==> src/rtl/scfg_pkg.sv <==
package scfg_pkg;
  localparam int WORD_W = 24;
  localparam int VCO_MIN = 4;

  typedef struct packed {
    logic [1:0] cap;
    logic       trim;
    logic [1:0] fn2;
    logic [2:0] osel;
    logic [8:0] vco;
    logic [6:0] ref_div;
  } cfg_word_t;

  localparam logic [WORD_W-1:0] DEF_WORD = 24'h230406;
endpackage

==> src/rtl/scfg_sync.sv <==
module scfg_sync #(
  parameter int W = 4,
  parameter int STAGES = 2,
  parameter logic [W-1:0] RST_VAL = '0
) (
  input  logic         clk_i,
  input  logic         rst_ni,
  input  logic [W-1:0] d_i,
  output logic [W-1:0] q_o,
  output logic [W-1:0] rise_o
);
  logic [W-1:0] st [STAGES];
  logic [W-1:0] prev_q;

  for (genvar s = 0; s < STAGES; s++) begin : g_stage
    always_ff @(posedge clk_i or negedge rst_ni) begin
      if (!rst_ni) st[s] <= RST_VAL;
      else if (s == 0) st[s] <= d_i;
      else st[s] <= st[(s == 0) ? 0 : s-1];
    end
  end

  always_ff @(posedge clk_i or negedge rst_ni) begin
    if (!rst_ni) prev_q <= RST_VAL;
    else prev_q <= st[STAGES-1];
  end

  assign q_o    = st[STAGES-1];
  assign rise_o = st[STAGES-1] & ~prev_q;
endmodule

==> src/rtl/scfg_shift.sv <==
module scfg_shift #(
  parameter int W = 24
) (
  input  logic         clk_i,
  input  logic         rst_ni,
  input  logic         shift_i,
  input  logic         bit_i,
  output logic [W-1:0] sr_o
);
  always_ff @(posedge clk_i or negedge rst_ni) begin
    if (!rst_ni) sr_o <= '0;
    else if (shift_i) sr_o <= {sr_o[W-2:0], bit_i};
  end


  shift_in_chk: assert property (@(posedge clk_i) disable iff (!rst_ni)
    shift_i |=> (sr_o[0] == $past(bit_i)) && (sr_o[W-1:1] == $past(sr_o[W-2:0])));

  shift_hold_chk: assert property (@(posedge clk_i) disable iff (!rst_ni)
    !shift_i |=> $stable(sr_o));
endmodule

==> src/rtl/scfg_latch.sv <==
module scfg_latch
  import scfg_pkg::*;
(
  input  logic      clk_i,
  input  logic      rst_ni,
  input  logic      load_i,
  input  cfg_word_t word_i,
  output cfg_word_t word_o,
  output logic      glitch_o,
  output logic      bad_o
);
  logic sel_change;
  assign sel_change = (word_i.osel != word_o.osel) || (word_i.fn2 != word_o.fn2);

  always_ff @(posedge clk_i or negedge rst_ni) begin
    if (!rst_ni) begin
      word_o   <= cfg_word_t'(DEF_WORD);
      glitch_o <= 1'b0;
      bad_o    <= 1'b0;
    end else begin
      glitch_o <= load_i && sel_change;
      bad_o    <= load_i && (word_i.vco < 9'(VCO_MIN));
      if (load_i) word_o <= word_i;
    end
  end


  latch_hold_chk: assert property (@(posedge clk_i) disable iff (!rst_ni)
    !load_i |=> $stable(word_o));

  glitch_src_chk: assert property (@(posedge clk_i) disable iff (!rst_ni)
    glitch_o |-> $past(load_i));

  bad_src_chk: assert property (@(posedge clk_i) disable iff (!rst_ni)
    bad_o |-> $past(load_i) && (word_o.vco < 9'(VCO_MIN)));
endmodule

==> src/rtl/serial_cfg_rx.sv <==
module serial_cfg_rx
  import scfg_pkg::*;
#(
  parameter int SYNC_STAGES = 2
) (
  input  logic       clk_i,
  input  logic       rst_ni,
  input  logic       sclk_i,
  input  logic       data_i,
  input  logic       strobe_i,
  input  logic       pdts_ni,
  output logic [6:0] ref_div_o,
  output logic [8:0] vco_div_o,
  output logic [2:0] out_sel_o,
  output logic [1:0] clk2_fn_o,
  output logic       duty_trim_o,
  output logic [1:0] cap_code_o,
  output logic       bypass_o,
  output logic       bad_vco_o,
  output logic       glitch_warn_o,
  output logic       outputs_on_o
);
  localparam int NIN = 4;
  localparam int I_SCLK = 0, I_DATA = 1, I_STB = 2, I_PD = 3;

  logic [NIN-1:0] in_q, in_rise;
  logic [WORD_W-1:0] sr, sr_next;
  logic sclk_rise, load;
  cfg_word_t load_word, cur;

  scfg_sync #(.W(NIN), .STAGES(SYNC_STAGES), .RST_VAL(4'b1000)) u_sync (
    .clk_i, .rst_ni,
    .d_i({pdts_ni, strobe_i, data_i, sclk_i}),
    .q_o(in_q), .rise_o(in_rise)
  );

  assign sclk_rise = in_rise[I_SCLK];

  scfg_shift #(.W(WORD_W)) u_shift (
    .clk_i, .rst_ni, .shift_i(sclk_rise), .bit_i(in_q[I_DATA]), .sr_o(sr)
  );

  assign sr_next   = {sr[WORD_W-2:0], in_q[I_DATA]};
  // strobe edge copies; held strobe makes each shift edge a copy too
  assign load      = in_rise[I_STB] || (sclk_rise && in_q[I_STB]);
  assign load_word = cfg_word_t'(sclk_rise ? sr_next : sr);

  scfg_latch u_latch (
    .clk_i, .rst_ni, .load_i(load), .word_i(load_word),
    .word_o(cur), .glitch_o(glitch_warn_o), .bad_o(bad_vco_o)
  );

  assign ref_div_o    = cur.ref_div;
  assign vco_div_o    = cur.vco;
  assign out_sel_o    = cur.osel;
  assign clk2_fn_o    = cur.fn2;
  assign duty_trim_o  = cur.trim;
  assign cap_code_o   = cur.cap;
  assign bypass_o     = (cur.ref_div == '0);
  assign outputs_on_o = in_q[I_PD];


  transparent_chk: assert property (@(posedge clk_i) disable iff (!rst_ni)
    (sclk_rise && in_q[I_STB]) |=> (cur == cfg_word_t'(sr)));

  pd_no_block_chk: assert property (@(posedge clk_i) disable iff (!rst_ni)
    (in_rise[I_STB] && !in_q[I_PD] && !sclk_rise) |=> (cur == cfg_word_t'(sr)));
endmodule

==> config.mk <==
export PLATFORM = sky130hd
export DESIGN_NAME = serial_cfg_rx
export DESIGN_NICKNAME = d
export VERILOG_FILES = /design/src/rtl/scfg_pkg.sv /design/src/rtl/scfg_sync.sv /design/src/rtl/scfg_shift.sv /design/src/rtl/scfg_latch.sv /design/src/rtl/serial_cfg_rx.sv
export SDC_FILE = /design/constraint.sdc
export NUM_CORES = 1
export LEC_CHECK = 0
export BUFFER_PORTS_ARGS = -buffer_cell sky130_fd_sc_hd__buf_2
export CORE_ASPECT_RATIO = 2
export CORE_MARGIN = 4
export CORE_UTILIZATION = 30
export CTS_CLUSTER_DIAMETER = 200
export DETAILED_ROUTE_END_ITERATION = 7
export PLACE_DENSITY_LB_ADDON = 0.25
export SLEW_MARGIN = 20
export SYNTH_ARGS = -nofsm -noshare
export SYNTH_HDL_FRONTEND = slang
export SYNTH_SLANG_ARGS = --single-unit
==> constraint.sdc <==
create_clock -name clk_i -period 2 [get_ports clk_i]
set_input_delay 0.3 -clock clk_i [delete_from_list [all_inputs] [get_ports clk_i]]
set_output_delay 0.3 -clock clk_i [all_outputs]
set_load 0.1 [all_outputs]
==> results.md <==
* Outcome: complete, but fails checks
* Failing checks: setup timing
* YS warnings at 0
* R2R depth at 4
* Clk sinks at 60
* CP endpoint kind: output pin
* Synth Area per Inst at 12.22 um2
* Via/cell ratio at 4.357
* Largest stage delay, worst path at 0.53 ns
* # nets final at 240
* Top-count cell post-synth: nand2_1
* CTS tree: built
* Max cap viols at 0
* Layout cells sized above 1 at 0.3682
* Final period utilization at 1.018
* Die X at 70.21 um
* Initial antenna violation count at 0
* Final Total Pwr at 3.989 mW
* Final setup viols at 1
* GRT busiest layer: met2
* Critical Path, Cell by Cell: or4_4, nor4_4, buf_12
* Syn-to-layout area delta at 25.97%
* Final WL at 4449 um
* Final worst slack at -0.03590 ns
* Leak at 1.530 nW
* Global-route met3 utilization at 0.04335
* Slew Viols, Final at 0
* Critical path's slowest cell: or4_4
* Sequential element share of the synthesized area at 0.6509
* CTS Buf Count at 9
* Netlist cell types at 26
* Synth Instances at 190
* Total nets after synthesis at 196
* Antenna cells at 0
* CTS clock-pin slew for the worst setup and hold paths at 0.05 ns
* R2R Path Start: u_sync.prev_q[0]
* Post-cts sizing count at 0
* H-tree Lvls at 3
* Non-filler instance count after layout at 333
* Longest Clk Path Bufs at 2
* Startpoint Class: flop
* Top cell type's share of synthesized area at 0.5603
* FP Rows at 45
* Clk Latency, worst-skew pair at 0.32 ns
* WP buf/inv at 1
* Fmax at 0.4912 GHz
* Detail Route Antenna Nets at 0
* Placed Cells at 315
* Peak VDD IR at 0.7730 mV
* Worst setup path endpoint: bypass_o
* Worst-Margin Slew at 0.4941 ns
* Worst r2r dst: u_latch.word_o[15]
* RSZ-0062 raised after global routing: yes
* FFs w/ async S/R, synth at 1.000
* Met2 GRT Util at 0.1870
* WL/cell at 13.36 um
* Period minus WS final at 2.036 ns
* Synth Cell Area at 0.002322 mm2
* Detailed Place HPWL at 3183 um
* Crit Path Category: reg -> out
* Largest net degree at the start of global routing at 28
* Most instantiated cells after synthesis: nand2_1 (64), dfrtp_1 (52), mux2_2 (19)
* Met1 Track Usage GR at 0.1148
* Core Box Area at 0.007545 mm2
* Family with the most delay on the worst path: simple AND/OR/NAND/NOR gates
* Main flop type after synthesis: dfrtp_1
* CP arrival at 1.74 ns
* Slew headroom at 0.6706
* Number of flops mapped to enable cells by yosys at 0
* Synth area leaders: dfrtp_1 (56%), nand2_1 (10%), mux2_2 (9.2%)
* DRT Pass-1 Iters at 2
* Hold WC Path Type: in -> reg
* WP depth at 3
* Cell taking the most area after synthesis: dfrtp_1
* Critical Path Start: u_latch.word_o[5]
* Clock root buffer: clkbuf_16
* Remaining DRCs at 0
* Total die area at 0.009298 mm2
* Clock skew at 0.006342 ns
* Crit path max fanout at 2
* Post-synthesis register bit count at 60
* Via count of the routed design at 1451
* Worst path required time at 1.70 ns
* DRT iter0 DRCs at 46
* Die H at 132.4 um
* PortBufs at 33
* # IOs at 34
* Reg2reg setup slack at 0.38 ns
* Placement Setup Slack at 0.1494 ns
* Initial core utilization at 0.3078
* Fin. Hold Viols at 0
* Vias in the first global route at 1619
* Remaining Overflow, GRT at 0
* PD cells at 1364 mW/mm2
* First-pass GRT wire length at 7769 um
* Gr usage total at 0.1113
* RePlAce Congestion at 0.7155
[cells in the final DEF, fill, tap and decap left out, types with 2 or more instances in the layout]
master / n
buf_2: 32
buf_12: 2
clkbuf_16: 9
buf_4: 7
a21oi_1: 2
nand2_1: 64
nand2b_1: 5
clkbuf_1: 6
mux2_2: 19
xor2_1: 3
o21ai_0: 3
mux2i_1: 4
dfrtp_4: 2
dfstp_2: 8
dfrtp_1: 49
inv_1: 4
mux2_4: 2
nor2_1: 3
[layer usage]
layer	share of wire	vias up	wire, um
met4	0.024	0	108
met3	0.041	7	181
met1	0.38	715	1704
li1	-	704	-
met2	0.55	25	2454
met5	0	-	0
[worst min path at each step]
stage / from / end / slack (ns) / cells past startpoint
4_1_cts: data_i / u_sync.st[5] / 0.07 / 1
6_report: data_i / u_sync.st[5] / 0.08 / 1
3_3_place_gp: rst_ni / u_latch.word_o[9] / 0.25 / 1
3_5_place_dp: rst_ni / u_shift.sr_o[12] / 0.25 / 1
2_1_floorplan: rst_ni / u_latch.bad_o / 0.004 / 0
5_1_grt: pdts_ni / u_sync.st[7] / 0.07 / 1
[flip-flops by register name (all words and copies together) (netlist names)]
register and cells:
u_latch.word_o 24, u_sync.st 4, u_latch.glitch_o 1, u_sync.q_o 4
u_shift.sr_o 24, u_latch.bad_o 1, u_sync.prev_q 2
[per-stage QoR]
step                  util  instance area (um2)  hold slack (ns)  setup TNS [ns]
floorplan                -                 2350         0.004409         -0.5886
global route        0.3877                 2925          0.07371        -0.08885
global placement    0.3507                 2646           0.2473               0
CTS                 0.3877                 2925          0.06598        -0.06324
finish              0.3877                 2925          0.08126        -0.03590
detailed placement  0.3507                 2646           0.2538               0
[kinds of logic (layout without fill, tap and decap cells)]
kind of cell	Yosys count	after routing	share of synthesized area
multiplexers	25	25	0.1223
buffers and inverters	13	62	0.03502
AO/OA/AOI/OAI	11	11	0.03934
flip-flops	60	60	0.6509
AND/OR/NAND/NOR	78	78	0.1412
XOR/XNOR	3	3	0.01132
[power breakdown]
group          internal [mW]  switching (mW)
Combinational          0.257           0.891
Sequential              1.39           0.102
Clock                  0.872           0.476
[what timing repair did]
action | CTS | global route
endpoints found under the setup margin | 1 | 1
hold buffers | 1 | 0
endpoints found under the hold margin | 14 | 0
setup buffers | 1 | 0
pin swaps | 2 | 0
[final cells by class]
cell class	instances	area [um2]
clock buffers	16	261.5
flip-flops and latches	60	1520
inverters	4	15.01
well taps	94	117.6
multi-input cells	117	748.2
fillers	786	4619
repair buffers	42	262.8
Power figures use the tool's default switching activity.
